## config.mk

```make
export PLATFORM = sky130hd
export DESIGN_NAME = frame_sync_aligner
export DESIGN_NICKNAME = d
export VERILOG_FILES = /design/src/rtl/fsa_pkg.sv /design/src/rtl/fsa_pos_counter.sv /design/src/rtl/fsa_sync_fsm.sv /design/src/rtl/fsa_tx_flag.sv /design/src/rtl/frame_sync_aligner.sv
export SDC_FILE = /design/constraint.sdc
export NUM_CORES = 1
export LEC_CHECK = 0
export BUFFER_PORTS_ARGS = -buffer_cell sky130_fd_sc_hd__clkbuf_2
export CORE_ASPECT_RATIO = 1.1
export CORE_UTILIZATION = 45
export DETAILED_ROUTE_END_ITERATION = 6
export GPL_TIMING_DRIVEN = 0
export PLACE_DENSITY = 0.68
export SETUP_SLACK_MARGIN = 0.3
export SLEW_MARGIN = 5
export SYNTH_ARGS = -nofsm -noshare
export SYNTH_HDL_FRONTEND = slang
export SYNTH_SLANG_ARGS = --single-unit
```

## constraint.sdc

```tcl
create_clock -name clk -period 1.97 [get_ports clk]
set_clock_uncertainty 0.05 [all_clocks]
set_input_delay 0.394 -clock clk [delete_from_list [all_inputs] [get_ports clk]]
set_output_delay 0.394 -clock clk [all_outputs]
set_load 0.01 [all_outputs]
```

## src/rtl/fsa_pkg.sv

```systemverilog
package fsa_pkg;

   typedef enum logic [1:0] {
      ST_SEARCH  = 2'd0,
      ST_CONFIRM = 2'd1,
      ST_LOCKED  = 2'd2
   } fsa_state_e;

endpackage

```

## src/rtl/fsa_pos_counter.sv

```systemverilog
module fsa_pos_counter #(
   parameter int FRAME_LEN = 48,
   localparam int POS_W    = $clog2(FRAME_LEN)
) (
   input  logic             clk,
   input  logic             rst_n,
   input  logic             step_i,
   input  logic             realign_i,
   output logic [POS_W-1:0] pos_o,
   output logic             at_marker_o
);

   localparam logic [POS_W-1:0] POS_LAST  = POS_W'(FRAME_LEN - 1);
   localparam logic [POS_W-1:0] POS_AFTER = POS_W'(1);

   logic [POS_W-1:0] pos_q;

   always_ff @(posedge clk or negedge rst_n) begin
      if (!rst_n) begin
         pos_q <= '0;
      end else if (step_i) begin
         if (realign_i) begin
            pos_q <= POS_AFTER;
         end else if (pos_q == POS_LAST) begin
            pos_q <= '0;
         end else begin
            pos_q <= pos_q + POS_W'(1);
         end
      end
   end

   assign pos_o       = pos_q;
   assign at_marker_o = (pos_q == '0);

   AST_POS_IDLE_STABLE: assert property (@(posedge clk) disable iff (!rst_n)
      !step_i |=> $stable(pos_q));

   AST_POS_ADVANCE: assert property (@(posedge clk) disable iff (!rst_n)
      (step_i && !realign_i && pos_q != POS_LAST) |=> pos_q == $past(pos_q) + POS_W'(1));

   AST_POS_WRAP: assert property (@(posedge clk) disable iff (!rst_n)
      (step_i && !realign_i && pos_q == POS_LAST) |=> pos_q == '0);

   AST_REALIGN_POS: assert property (@(posedge clk) disable iff (!rst_n)
      (step_i && realign_i) |=> pos_q == POS_AFTER);

endmodule

```

## src/rtl/fsa_sync_fsm.sv

```systemverilog
module fsa_sync_fsm
   import fsa_pkg::*;
#(
   parameter int LOCK_COUNT  = 3,
   parameter int LOSS_COUNT  = 2,
   parameter bit HOLD_ENABLE = 1'b1
) (
   input  logic       clk,
   input  logic       rst_n,
   input  logic       step_i,
   input  logic       mark_i,
   input  logic       at_marker_i,
   input  logic       hold_i,
   output logic       realign_o,
   output logic       sync_o,
   output fsa_state_e state_o
);

   localparam int GOOD_W = $clog2(LOCK_COUNT + 1);
   localparam int MISS_W = $clog2(LOSS_COUNT + 1);
   localparam logic [GOOD_W-1:0] GOOD_LAST = GOOD_W'(LOCK_COUNT - 1);
   localparam logic [MISS_W-1:0] MISS_LAST = MISS_W'(LOSS_COUNT - 1);
   localparam fsa_state_e FIRST_STATE = (LOCK_COUNT == 1) ? ST_LOCKED : ST_CONFIRM;

   fsa_state_e        state_q, state_d;
   logic [GOOD_W-1:0] good_q, good_d;
   logic [MISS_W-1:0] miss_q, miss_d;
   logic              hold_eff;

   generate
      if (HOLD_ENABLE) begin : g_hold
         assign hold_eff = hold_i;
      end else begin : g_no_hold
         logic unused_hold;
         assign unused_hold = hold_i;
         assign hold_eff    = 1'b0;
      end
   endgenerate

   always_comb begin
      state_d = state_q;
      good_d  = good_q;
      miss_d  = miss_q;
      if (step_i) begin
         unique case (state_q)
            ST_SEARCH: begin
               if (mark_i) begin
                  state_d = FIRST_STATE;
                  good_d  = GOOD_W'(1);
                  miss_d  = '0;
               end
            end
            ST_CONFIRM: begin
               if (at_marker_i) begin
                  if (!mark_i) begin
                     state_d = ST_SEARCH;
                     good_d  = '0;
                  end else if (good_q == GOOD_LAST) begin
                     state_d = ST_LOCKED;
                     miss_d  = '0;
                  end else begin
                     good_d = good_q + GOOD_W'(1);
                  end
               end
            end
            ST_LOCKED: begin
               if (at_marker_i) begin
                  if (mark_i || hold_eff) begin
                     miss_d = '0;
                  end else if (miss_q == MISS_LAST) begin
                     state_d = ST_SEARCH;
                     good_d  = '0;
                     miss_d  = '0;
                  end else begin
                     miss_d = miss_q + MISS_W'(1);
                  end
               end
            end
            default: begin
               state_d = ST_SEARCH;
               good_d  = '0;
               miss_d  = '0;
            end
         endcase
      end
   end

   always_ff @(posedge clk or negedge rst_n) begin
      if (!rst_n) begin
         state_q <= ST_SEARCH;
         good_q  <= '0;
         miss_q  <= '0;
      end else begin
         state_q <= state_d;
         good_q  <= good_d;
         miss_q  <= miss_d;
      end
   end

   assign realign_o = step_i && mark_i && (state_q == ST_SEARCH);
   assign sync_o    = (state_q == ST_LOCKED);
   assign state_o   = state_q;

   AST_LOCK_ON_MARKER: assert property (@(posedge clk) disable iff (!rst_n)
      $rose(sync_o) |-> $past(step_i && mark_i));

   AST_LOSS_ON_MISS: assert property (@(posedge clk) disable iff (!rst_n)
      $fell(sync_o) |-> $past(step_i && at_marker_i && !mark_i && !hold_i));

   AST_CONFIRM_EXIT: assert property (@(posedge clk) disable iff (!rst_n)
      (state_q == ST_CONFIRM && step_i && at_marker_i && !mark_i) |=> state_q == ST_SEARCH);

   generate
      if (HOLD_ENABLE) begin : g_hold_chk
         AST_HOLD_KEEPS_SYNC: assert property (@(posedge clk) disable iff (!rst_n)
            (sync_o && hold_i) |=> sync_o);
      end
   endgenerate

endmodule

```

## src/rtl/fsa_tx_flag.sv

```systemverilog
module fsa_tx_flag (
   input  logic at_marker_i,
   input  logic suppress_i,
   output logic tx_viol_en_o
);

   assign tx_viol_en_o = at_marker_i && !suppress_i;

endmodule

```

## src/rtl/frame_sync_aligner.sv

```systemverilog
module frame_sync_aligner
   import fsa_pkg::*;
#(
   parameter int FRAME_LEN    = 48,
   parameter int LOCK_COUNT   = 3,
   parameter int LOSS_COUNT   = 2,
   parameter bit HOLD_ENABLE  = 1'b1,
   parameter bit CHECK_BIT    = 1'b1,
   parameter bit MARKER_VALUE = 1'b0,
   localparam int POS_W       = $clog2(FRAME_LEN)
) (
   input  logic             clk,
   input  logic             rst_n,
   input  logic             bit_stb,
   input  logic             rx_bit,
   input  logic             rx_viol,
   input  logic             hold_sync,
   input  logic             tx_viol_off,
   output logic             sync,
   output logic [POS_W-1:0] frame_pos,
   output logic             tx_viol_en
);

   generate
      if (FRAME_LEN < 4) begin : g_bad_len
         $error("frame_sync_aligner: FRAME_LEN must be at least 4");
      end
      if (LOCK_COUNT < 1) begin : g_bad_lock
         $error("frame_sync_aligner: LOCK_COUNT must be at least 1");
      end
      if (LOSS_COUNT < 1) begin : g_bad_loss
         $error("frame_sync_aligner: LOSS_COUNT must be at least 1");
      end
   endgenerate

   logic       mark;
   logic       at_marker;
   logic       realign;
   fsa_state_e state;

   generate
      if (CHECK_BIT) begin : g_mark_bit
         assign mark = rx_viol && (rx_bit == MARKER_VALUE);
      end else begin : g_mark_any
         logic unused_bit;
         assign unused_bit = rx_bit;
         assign mark       = rx_viol;
      end
   endgenerate

   fsa_pos_counter #(
      .FRAME_LEN (FRAME_LEN)
   ) u_pos (
      .clk         (clk),
      .rst_n       (rst_n),
      .step_i      (bit_stb),
      .realign_i   (realign),
      .pos_o       (frame_pos),
      .at_marker_o (at_marker)
   );

   fsa_sync_fsm #(
      .LOCK_COUNT  (LOCK_COUNT),
      .LOSS_COUNT  (LOSS_COUNT),
      .HOLD_ENABLE (HOLD_ENABLE)
   ) u_fsm (
      .clk         (clk),
      .rst_n       (rst_n),
      .step_i      (bit_stb),
      .mark_i      (mark),
      .at_marker_i (at_marker),
      .hold_i      (hold_sync),
      .realign_o   (realign),
      .sync_o      (sync),
      .state_o     (state)
   );

   fsa_tx_flag u_tx (
      .at_marker_i  (at_marker),
      .suppress_i   (tx_viol_off),
      .tx_viol_en_o (tx_viol_en)
   );

   AST_TX_AT_FRAME_START: assert property (@(posedge clk) disable iff (!rst_n)
      tx_viol_en |-> (frame_pos == '0 && !tx_viol_off));

   AST_STRAY_VIOL_IGNORED: assert property (@(posedge clk) disable iff (!rst_n)
      (state != ST_SEARCH && bit_stb && rx_viol && frame_pos != '0 && frame_pos != POS_W'(FRAME_LEN - 1))
      |=> frame_pos == $past(frame_pos) + POS_W'(1));

   AST_SYNC_OFF_IN_SEARCH: assert property (@(posedge clk) disable iff (!rst_n)
      (state == ST_SEARCH) |-> !sync);

endmodule

```

==> qor.txt, run 1 <==
Sink Count - 12
Min-Delay Endpoint - u_fsm.miss_q[1]
Die X - 40.4 um
Global-route wire length before repair - 2730 um
Status - finished, final reports clean
CP Cell Sequence - inv_2, ha_4, nor3b_4, buf_4, nand3_1, o211a_1, nand2b_4, o31ai_4
Slew @ Worst Pin - 0.445 ns
Crit-path slowest cell - dfrtp_1
Hold_sp - hold_sync
Startpoint types - flop
Fill count - 126
Max incr delay on CP - 0.39 ns
Largest family of logic cells by synthesized area - simple AND/OR/NAND/NOR gates
Area Growth Syn to Fin - 32.1%
Crit path max-delay family - compound AO/OA/AOI/OAI gates
Crit path DAT - 2.00 ns
CP required - 2.11 ns
Crit Reg-Reg Endpoint - u_fsm.good_q[0]
Max Slew Vio Count - 0
Flop2flop setup slack - 0.10 ns
Gr ovfl total - 0
Crit Path Category - reg -> reg
Share of cells above drive strength 1 - 36.2%
H-tree depth - 1
Initial Util - 50.8%
Final Setup Violations - 0
Mapped Cells - 81
Post-synth cell types - 30
Final hold viol count - 0
Post-Synth XOR/XNOR Area - 2.40%
CP bufs+invs - 2
CP max FO - 4
Synthesized area - 729 sq um
Max-Cap Viols - 0
CTS root buffer - clkbuf_4
YS warnings - 0
Die area - 1790 sq um
Period Utilization, post-route - 94.8%
Syn Nets - 91
Vias in the first global route - 668
Simple-gate share of the synthesized area - 28.1%
Clock tree buffer depth - 2
R2r worst-path depth - 8
Worst reg2reg startpoint - u_pos.pos_o[1]
Clk_lat worst skew - 0.27 ns
Core Util, Final - 67.1%
Seq cells post-synth - 12
DP Cell Count - 111
HPWL Detailed - 1190 um
Max_slew headroom - 70.1%
Minimum clock period - 1.87 ns
Core area - 1440 sq um
Multiplexer share of the synthesized area - 1.54%
Cell Pwr Density - 1180 nW/um^2
Seq/Total Area, Yosys - 41.2%
DRT iter0 DRCs - 23
Total Wirelength - 1680 um
GP Congestion - 0.719
Routed Antenna Nets - 0
Adder-Cell Fraction of Synth Area - 5.15%
Via count - 713
Hold depth - 3
RSZ-0062 raised after global routing - true
Ant. Diodes - 0
Leak Pwr - 0.000446 uW
Final cell count without fillers - 121
Nets - 117
Worst-path clk slew - 0.07 ns
Vias/cell - 5.89
Total Routing Usage GR - 23.1%
FP Rows - 14
CTS Buf Count - 3
Synth Area in Compound Gates - 18.5%
Mean post-synth cell area - 9.01 sq um
Fmax - 536 MHz
DR WL/cell - 13.9 um
Peak supply drop - 0.000809 V
HP Class - in -> reg
Initial antenna violation count - 0
I/O pins - 15
DRC errors left - 0
Crit end category - flop
Die height - 44.2 um
Port Buffer Count - 14
CTS tree - yes
Largest net degree at the start of global routing - 13
Drt first pass iters - 4
cells by family (layout without fill, tap and decap cells):
family	Yosys count	count (layout)
adder cells (fa/ha/maj)	3	3
AND/OR/NAND/NOR	38	38
multiplexers	1	1
buffers and inverters	6	30
AO/OA/AOI/OAI	19	19
XOR/XNOR	2	2
flip-flops	12	12
cell usage after synthesis, drive strengths merged:
| library cell | n | area share [%] |
|---|---|---|
| o31ai | 1 | 1.7 |
| a21oi | 4 | 2.7 |
| a32oi | 1 | 1.2 |
| o21ai | 6 | 4.1 |
| xor2 | 1 | 1.2 |
| o22ai | 1 | 0.86 |
| a21boi | 1 | 1.0 |
| or4b | 1 | 1.4 |
| dfrtp | 12 | 41 |
| nor2 | 7 | 3.6 |
| o21a | 1 | 1.0 |
| nor4b | 2 | 3.3 |
| nor2b | 2 | 1.7 |
| inv | 4 | 2.1 |
| nand2b | 1 | 1.9 |
| o41ai | 1 | 2.2 |
| o2bb2ai | 1 | 1.2 |
| o211a | 1 | 1.4 |
| nor3b | 2 | 2.1 |
| nand2 | 12 | 6.2 |
| ha | 3 | 5.1 |
| mux2 | 1 | 1.5 |
| nor3 | 1 | 0.69 |
| clkbuf | 2 | 1.0 |
| nand4 | 3 | 2.6 |
| nand3 | 7 | 4.8 |
| o211ai | 1 | 1.0 |
| xnor2 | 1 | 1.2 |
placed cells by master, fill, tap and decap left out, types with 2 or more instances in the layout:
cell type and count:
dfrtp_1 11, o21ai_0 2, nand4_1 3, clkbuf_4 3
buf_4 6, inv_1 2, o21ai_1 3, buf_2 2
inv_2 2, clkbuf_2 13, ha_1 2, nand3_1 6
a21oi_1 3, nor2_1 7, nand2_1 11
worst register-to-register path, delay by kind of cell (launching register included):
family                     cells  cell delay (ns)
AOI/OAI and AO/OA              2             0.50
adders and majority gates      1             0.13
buffers and inverters          2             0.23
DFF                            1             0.39
and+or+nand+nor                3             0.49
layout make-up:
type                            instances  area (sq um)  share of cell area (%)
Buffer                                  2          8.76                   0.909
Clock buffer                            3          22.5                    2.34
Inverter                                4          15.0                    1.56
Multi-Input combinational cell         63           470                    48.8
Sequential cell                        12           302                    31.3
Tap cell                               16          20.0                    2.08
Timing Repair Buffer                   21           125                    13.0
metal layers:
| metal | vias to the layer above | routed length (um) | GRT usage (%) |
|---|---|---|---|
| met1 | 344 | 683 | 26.8 |
| met3 | 2 | 85 | 6.03 |
| met2 | 24 | 903 | 37.5 |
| li1 | 343 | - | - |
| met4 | 0 | 10 | 12.7 |
| met5 | - | 0 | 0 |
state kept, by name, summed over array words and instances (netlist names):
| name | flops |
|---|---|
| u_pos.pos_o | 6 |
| u_fsm.good_q | 2 |
| u_fsm.miss_q | 2 |
| u_fsm.state_o | 2 |
what timing repair did:
action / in CTS / in global routing
pin swaps: 4 / 2
endpoints found under the hold margin: 12 / 0
endpoints found under the setup margin: 8 / 9
buffers inserted: 6 / 0
cloned: 0 / 0
hold buffers: 1 / 0
gates resized for setup: 1 / 14
power breakdown:
part	total (uW)	switching, uW	internal, uW
Sequential	414	93.0	321
Clock	149	78.7	70.8
Combinational	571	302	269
stage by stage:
stage	area, sq um	total power, uW	setup WS (ns)	TNS [ns]	hold slack, ns
2_1_floorplan	748	725	0.268	0	0.0484
3_3_place_gp	838	845	0.0985	0	0.252
3_5_place_dp	838	866	0.0436	0	0.254
4_1_cts	925	1090	0.0895	0	0.397
5_1_grt	963	1230	-0.00404	-0.00609	0.401
6_report	963	1130	0.103	0	0.402
worst max-delay path by stage:
stage | startpoint | endpoint | cells after the start
finish | u_pos.pos_o[1] | u_fsm.good_q[0] | 8
detailed placement | u_fsm.state_o[0] | u_fsm.good_q[0] | 6
floorplan | u_pos.pos_o[0] | u_fsm.good_q[0] | 7
CTS | u_pos.pos_o[1] | tx_viol_en | 6
global route | u_pos.pos_o[0] | tx_viol_en | 6
global placement | u_fsm.state_o[0] | u_fsm.good_q[0] | 6
Power figures use the tool's default switching activity.
==> inputs of run 2 (changes only) <==
--- a/config.mk
+++ b/config.mk
@@ -7,10 +7,9 @@
 export LEC_CHECK = 0
 export BUFFER_PORTS_ARGS = -buffer_cell sky130_fd_sc_hd__clkbuf_2
 export CORE_ASPECT_RATIO = 1.1
-export CORE_UTILIZATION = 45
+export CORE_UTILIZATION = 30
 export DETAILED_ROUTE_END_ITERATION = 6
 export GPL_TIMING_DRIVEN = 0
-export PLACE_DENSITY = 0.68
 export SETUP_SLACK_MARGIN = 0.3
 export SLEW_MARGIN = 5
 export SYNTH_ARGS = -nofsm -noshare
==> run 2 against run 1 <==
Global-route usage is 6.8 points lower. Core utilization is 22 points lower. Maximum frequency is 0.39% lower. Total power is 5.3% higher. Critical path depth stayed put. Routed wire length is 12% higher. Setup slack worse by 0.0074 ns. Count of clock-buffer cells in the layout stayed put. Critical path type unchanged. Largest power group unchanged.
==> qor.txt, run 2 (synthesis gave the netlist of run 1 again) <==
Crit path max-delay family - compound AO/OA/AOI/OAI gates (unchanged)
Fill count - 244 (was 126)
CTS Buf Count - 3 (unchanged)
Min-Delay Endpoint - u_fsm.miss_q[1] (unchanged)
Clock tree buffer depth - 2 (unchanged)
Vias/cell - 5.37 (was 5.89)
Die X - 49.0 um (was 40.4 um)
Worst-path clk slew - 0.09 ns (was 0.07 ns)
Cell Pwr Density - 1170 nW/um^2 (was 1180 nW/um^2)
Area Growth Syn to Fin - 39.5% (was 32.1%)
Via count - 730 (was 713)
Final TNS setup - 0 ns (unchanged)
Fmax - 534 MHz (was 536 MHz)
H-tree depth - 1 (unchanged)
FP Rows - 18 (was 14)
Crit path depth - 8 (unchanged)
Max incr delay on CP - 0.40 ns (was 0.39 ns)
Uppermost routed layer - met4 (unchanged)
Drt first pass iters - 4 (unchanged)
CP required - 2.11 ns (about the same)
Hold depth - 3 (unchanged)
Final hold viol count - 0 (unchanged)
DRT iter0 DRCs - 6 (was 23)
Max reg flops - 6 (unchanged)
Metal1 wirelength - 818 um (was 683 um)
Crit Reg-Reg Endpoint - u_fsm.good_q[1] (was u_fsm.good_q[0])
Sink Count - 12 (unchanged)
Crit path DAT - 2.01 ns (was 2.00 ns)
Initial Util - 32.1% (was 50.8%)
Leak Pwr - 0.000451 uW (was 0.000446 uW)
Status - finished, final reports clean (unchanged)
HP Class - in -> reg (unchanged)
CTS root buffer - clkbuf_4 (unchanged)
CP bufs+invs - 2 (unchanged)
DP Worst Slack - 0.0209 ns (was 0.0436 ns)
Max-Cap Viols - 0 (unchanged)
Port Buffer Count - 14 (unchanged)
CP max FO - 4 (unchanged)
Global-route wire length before repair - 3150 um (was 2730 um)
Crit end category - flop (unchanged)
Period Utilization, post-route - 95.1% (was 94.8%)
Flop2flop setup slack - 0.1 ns (was 0.10 ns)
Total Wirelength - 1880 um (was 1680 um)
Total Routing Usage GR - 16.4% (was 23.1%)
R2r worst-path depth - 8 (unchanged)
DRC errors left - 0 (unchanged)
Largest net degree at the start of global routing - 13 (unchanged)
CP Cell Sequence - inv_2, ha_4, nor3b_4, buf_4, nand3_4, o211a_4, nand2b_4, o41ai_2 (was inv_2, ha_4, nor3b_4, buf_4, nand3_1, o211a_1, nand2b_4, o31ai_4)
I/O pins - 15 (unchanged)
Die height - 53.7 um (was 44.2 um)
Worst reg2reg startpoint - u_pos.pos_o[0] (was u_pos.pos_o[1])
Peak supply drop - 0.000438 V (was 0.000809 V)
Nets - 118 (was 117)
Max_slew headroom - 72.3% (was 70.1%)
RSZ-0062 raised after global routing - true (unchanged)
Vias in the first global route - 711 (was 668)
Initial antenna violation count - 0 (unchanged)
Slew @ Worst Pin - 0.416 ns (was 0.445 ns)
Max Slew Vio Count - 0 (unchanged)
Die area - 2630 sq um (was 1790 sq um)
Commonest non-fill, non-tap cell in the layout - clkbuf_2 (unchanged)
HPWL Detailed - 1230 um (was 1190 um)
DR WL met3 - 44 um (was 85 um)
Clk_lat worst skew - 0.28 ns (was 0.27 ns)
Routed Antenna Nets - 0 (unchanged)
Minimum clock period - 1.87 ns (about the same)
Crit Path Category - reg -> reg (unchanged)
Startpoint types - flop (unchanged)
Final Setup Violations - 0 (unchanged)
Ant. Diodes - 0 (unchanged)
Share of cells above drive strength 1 - 40.6% (was 36.2%)
Gr ovfl total - 0 (unchanged)
Final WS setup - 0.0957 ns (was 0.103 ns)
Metal2 WL - 966 um (was 903 um)
GP Congestion - 0.790 (was 0.719)
DR WL/cell - 13.8 um (was 13.9 um)
Crit-path slowest cell - dfrtp_1 (unchanged)
Hold_sp - hold_sync (unchanged)
Most frequent cells in the layout - clkbuf_2 (14), dfrtp_1 (11), nand2_1 (10), nor2_1 (7) (was clkbuf_2 (13), nand2_1 (11), dfrtp_1 (11), nor2_1 (7))
Core area - 2270 sq um (was 1440 sq um)
CTS tree - yes (unchanged)
run 2: worst min-delay path: cells and delay by family:
| family | cells | cell delay, ns |
|---|---|---|
| compound gates | 1 | 0.18 |
| simple gates | 1 | 0.05 |
| buf+inv | 1 | 0.09 |
run 2: repair_timing:
item / in CTS / in global routing
setup endpoints to repair: 9 / 10
hold endpoints to repair: 12 / 0
hold buffers: 1 / 0
buffers inserted: 6 / 1
pin swaps: 5 / 4
gates resized for setup: 5 / 15
run 2: report_power, final:
group	switching [uW]	leakage, uW	internal, uW
clock network	88.6	0.0000138	70.8
logic	325	0.000285	294
registers	95.6	0.000152	321
total	509	0.000451	685
run 2: layer usage:
layer / GRT usage [%] / vias to the layer above
met1: 19.3 / 364
met4: 10.3 / 0
li1: - / 346
met5: 0 / -
met3: 1.69 / 5
met2: 29.2 / 15
run 2: layout make-up:
type                       instances  area, sq um  area share (%)
buffer                             2         8.76           0.861
clock buffer                       3         22.5            2.21
inverter                           4         15.0            1.48
multi-input combinational         63          495            48.7
sequential                        12          302            29.6
tap                               30         37.5            3.69
timing repair buffer              22          136            13.4
run 2: metrics by stage:
| stage | cell area, sq um | cells | power, uW | hold WS [ns] | util, % |
|---|---|---|---|---|---|
| detailed placement | 856 | 125 | 870 | 0.264 | 37.6 |
| floorplan | 748 | 81 | 725 | 0.0484 | - |
| finish | 1020 | 136 | 1190 | 0.427 | 44.7 |
| CTS | 952 | 135 | 1100 | 0.405 | 41.9 |
| global route | 1020 | 136 | 1290 | 0.432 | 44.7 |
| global placement | 856 | 125 | 853 | 0.251 | 37.6 |
run 2: worst max-delay path by stage:
stage                      from         endpoint  slack [ns]
2_1_floorplan    u_pos.pos_o[0]  u_fsm.good_q[0]        0.27
3_3_place_gp   u_fsm.state_o[0]  u_fsm.good_q[1]       0.006
3_5_place_dp   u_fsm.state_o[0]  u_fsm.miss_q[0]        0.02
4_1_cts          u_pos.pos_o[0]       tx_viol_en        0.09
5_1_grt          u_pos.pos_o[0]  u_fsm.good_q[1]       0.009
6_report         u_pos.pos_o[0]  u_fsm.good_q[1]         0.1
==> inputs of run 3 (changes only) <==
--- a/config.mk
+++ b/config.mk
@@ -9,7 +9,6 @@
 export CORE_ASPECT_RATIO = 1.1
 export CORE_UTILIZATION = 30
 export DETAILED_ROUTE_END_ITERATION = 6
-export GPL_TIMING_DRIVEN = 0
 export SETUP_SLACK_MARGIN = 0.3
 export SLEW_MARGIN = 5
 export SYNTH_ARGS = -nofsm -noshare
==> constraint.sdc (replaced) <==
create_clock -name clk -period 2.3 [get_ports clk]
set_clock_uncertainty 0.05 [all_clocks]
set_input_delay 0.46 -clock clk [delete_from_list [all_inputs] [get_ports clk]]
set_output_delay 0.46 -clock clk [all_outputs]
set_load 0.01 [all_outputs]
==> run 3 against run 2 <==
Clock power decreased by 18%. Total power decreased by 26%. Via count decreased by 7.9%. Die area unchanged. Hold slack got worse by 0.42 ns. Sequential power decreased by 8.9%. Setup slack improved by 0.30 ns. Cell count decreased by 5.1%. Largest power group is now registers. Highest routed layer unchanged.
==> qor.txt, run 3 (synthesis gave the netlist of run 1 again) <==
Commonest non-fill, non-tap cell in the layout - clkbuf_2 (unchanged)
Core area - 2270 sq um (unchanged)
DR WL/cell - 12.4 um (was 13.8 um)
Most frequent cells in the layout - clkbuf_2 (13), dfrtp_1 (12), nand2_1 (11), nor2_1 (7), nand3_1 (7) (was clkbuf_2 (14), dfrtp_1 (11), nand2_1 (10), nor2_1 (7))
Via count - 672 (was 730)
Clock tree buffer depth - 2 (unchanged)
Initial Util - 32.1% (unchanged)
Vias in the first global route - 618 (was 711)
DRT iter0 DRCs - 14 (was 6)
CP max FO - 4 (unchanged)
HP Class - in -> async (was in -> reg)
CTS root buffer - clkbuf_4 (unchanged)
RSZ-0062 raised after global routing - true (unchanged)
Peak supply drop - 0.000528 V (was 0.000438 V)
Die area - 2630 sq um (unchanged)
Initial antenna violation count - 0 (unchanged)
Final TNS setup - 0 ns (unchanged)
Startpoint types - flop (unchanged)
Max-Cap Viols - 0 (unchanged)
Drt first pass iters - 4 (unchanged)
Max_slew headroom - 76.9% (was 72.3%)
Hold slack - 0.0104 ns (was 0.427 ns)
Leak Pwr - 0.000406 uW (was 0.000451 uW)
Routed Antenna Nets - 0 (unchanged)
Fmax - 524 MHz
Gr ovfl total - 0 (unchanged)
Crit path DAT - 1.40 ns (was 2.01 ns)
Largest net degree at the start of global routing - 17 (was 13)
GP Congestion - 0.825 (was 0.790)
Worst-path clk slew - 0.08 ns (was 0.09 ns)
Max reg flops - 6 (unchanged)
Share of cells above drive strength 1 - 28.3% (was 40.6%)
Max Slew Vio Count - 0 (unchanged)
FP Rows - 18 (unchanged)
Post-cts hold buffer count - 0 (was 1)
Crit end category - primary output (was flop)
Period Utilization, post-route - 82.9%
Ant. Diodes - 0 (unchanged)
I/O pins - 15 (unchanged)
Cell Pwr Density - 997 nW/um^2 (was 1170 nW/um^2)
Final hold viol count - 0 (unchanged)
CTS tree - yes (unchanged)
Vias/cell - 5.21 (was 5.37)
Final cell count without fillers - 129 (was 136)
Minimum clock period - 1.91 ns
Area Growth Syn to Fin - 21.8% (was 39.5%)
Clk_lat worst skew - 0.28 ns (about the same)
Status - finished, final reports clean (unchanged)
H-tree depth - 1 (unchanged)
Die X - 49.0 um (unchanged)
Global-route wire length before repair - 2590 um (was 3150 um)
DP Cell Count - 124 (was 125)
Final Setup Violations - 0 (unchanged)
Port Buffer Count - 14 (unchanged)
HPWL Detailed - 1160 um (was 1230 um)
Slew @ Worst Pin - 0.345 ns (was 0.416 ns)
CTS Buf Count - 3 (unchanged)
Total Wirelength - 1600 um (was 1880 um)
Total Routing Usage GR - 13.3% (was 16.4%)
CP Cell Sequence - inv_2, ha_1, nor3b_4, nand2_2, nor2_1, buf_2 (was inv_2, ha_4, nor3b_4, buf_4, nand3_4, o211a_4, nand2b_4, o41ai_2)
Crit-path slowest cell - dfrtp_1 (unchanged)
Sink Count - 12 (unchanged)
Die height - 53.7 um (unchanged)
Nets - 111 (was 118)
CP required - 1.79 ns (was 2.11 ns)
DRC errors left - 0 (unchanged)
Max incr delay on CP - 0.42 ns (was 0.40 ns)
Crit Path Category - reg -> out (was reg -> reg)
==> run 3: changes by cell type in the layout (fill, tap and decap cells not counted), sizes merged <==
| cell | before | now |
|---|---|---|
| buf | 8 | 4 |
| clkbuf | 18 | 16 |
| dlygate4sd3 | 1 | 0 |
==> run 3: worst paths after layout <==
path	start	end	slack (ns)	cells past startpoint
min reg2reg	u_fsm.miss_q[1]	u_fsm.miss_q[1]	0.44	1
max reg2reg	u_pos.pos_o[1]	u_fsm.good_q[0]	0.45	8
max	u_pos.pos_o[1]	tx_viol_en	0.39	6
min in group clk	u_fsm.miss_q[1]	u_fsm.miss_q[1]	0.44	1
max in group asynchronous	rst_n	u_pos.pos_o[4]	1.94	1
min	rst_n	u_fsm.good_q[1]	0.01	1
==> run 3: cell type report <==
| class | count | area, sq um |
|---|---|---|
| Tap cell | 30 | 37.5 |
| Inverter | 4 | 15.0 |
| Fill cell | 239 | 1390 |
| Multi-Input combinational cell | 63 | 420 |
| Timing Repair Buffer | 17 | 92.6 |
| Sequential cell | 12 | 300 |
| Clock buffer | 3 | 22.5 |
==> run 3: where the power goes <==
part,internal (uW),switching (uW)
logic,178,198
clock network,60.7,70.1
registers,274,104
==> run 3: metrics by stage <==
stage,utilization [%],worst slack [ns],power (uW),area [sq um]
floorplan,-,0.449,600,729
global placement,36.8,0.322,706,837
detailed placement,36.8,0.277,714,837
CTS,38.6,0.310,875,878
global route,39.1,0.266,958,888
finish,39.1,0.392,886,888
==> run 3: repair_timing <==
item,4_1_cts,5_1_grt
resized for setup,2,4
pin swaps,0,1
endpoints found under the setup margin,3,3
buffers inserted,1,1
==> run 3: routing by layer <==
metal  GRT usage (%)  share of wire (%)  vias up
met1            14.9                 44      321
met2            23.1                 47       18
met4            4.41                2.2        0
met3            5.65                6.1        4
li1                -                  -      329
met5               0                  0        -
==> run 3: critical path: cells and delay by family (launching register included) <==
kind | cells | cell delay [ns]
flip-flops | 1 | 0.42
AND/OR/NAND/NOR | 3 | 0.38
buffers and inverters | 2 | 0.20
adder cells (fa/ha/maj) | 1 | 0.13
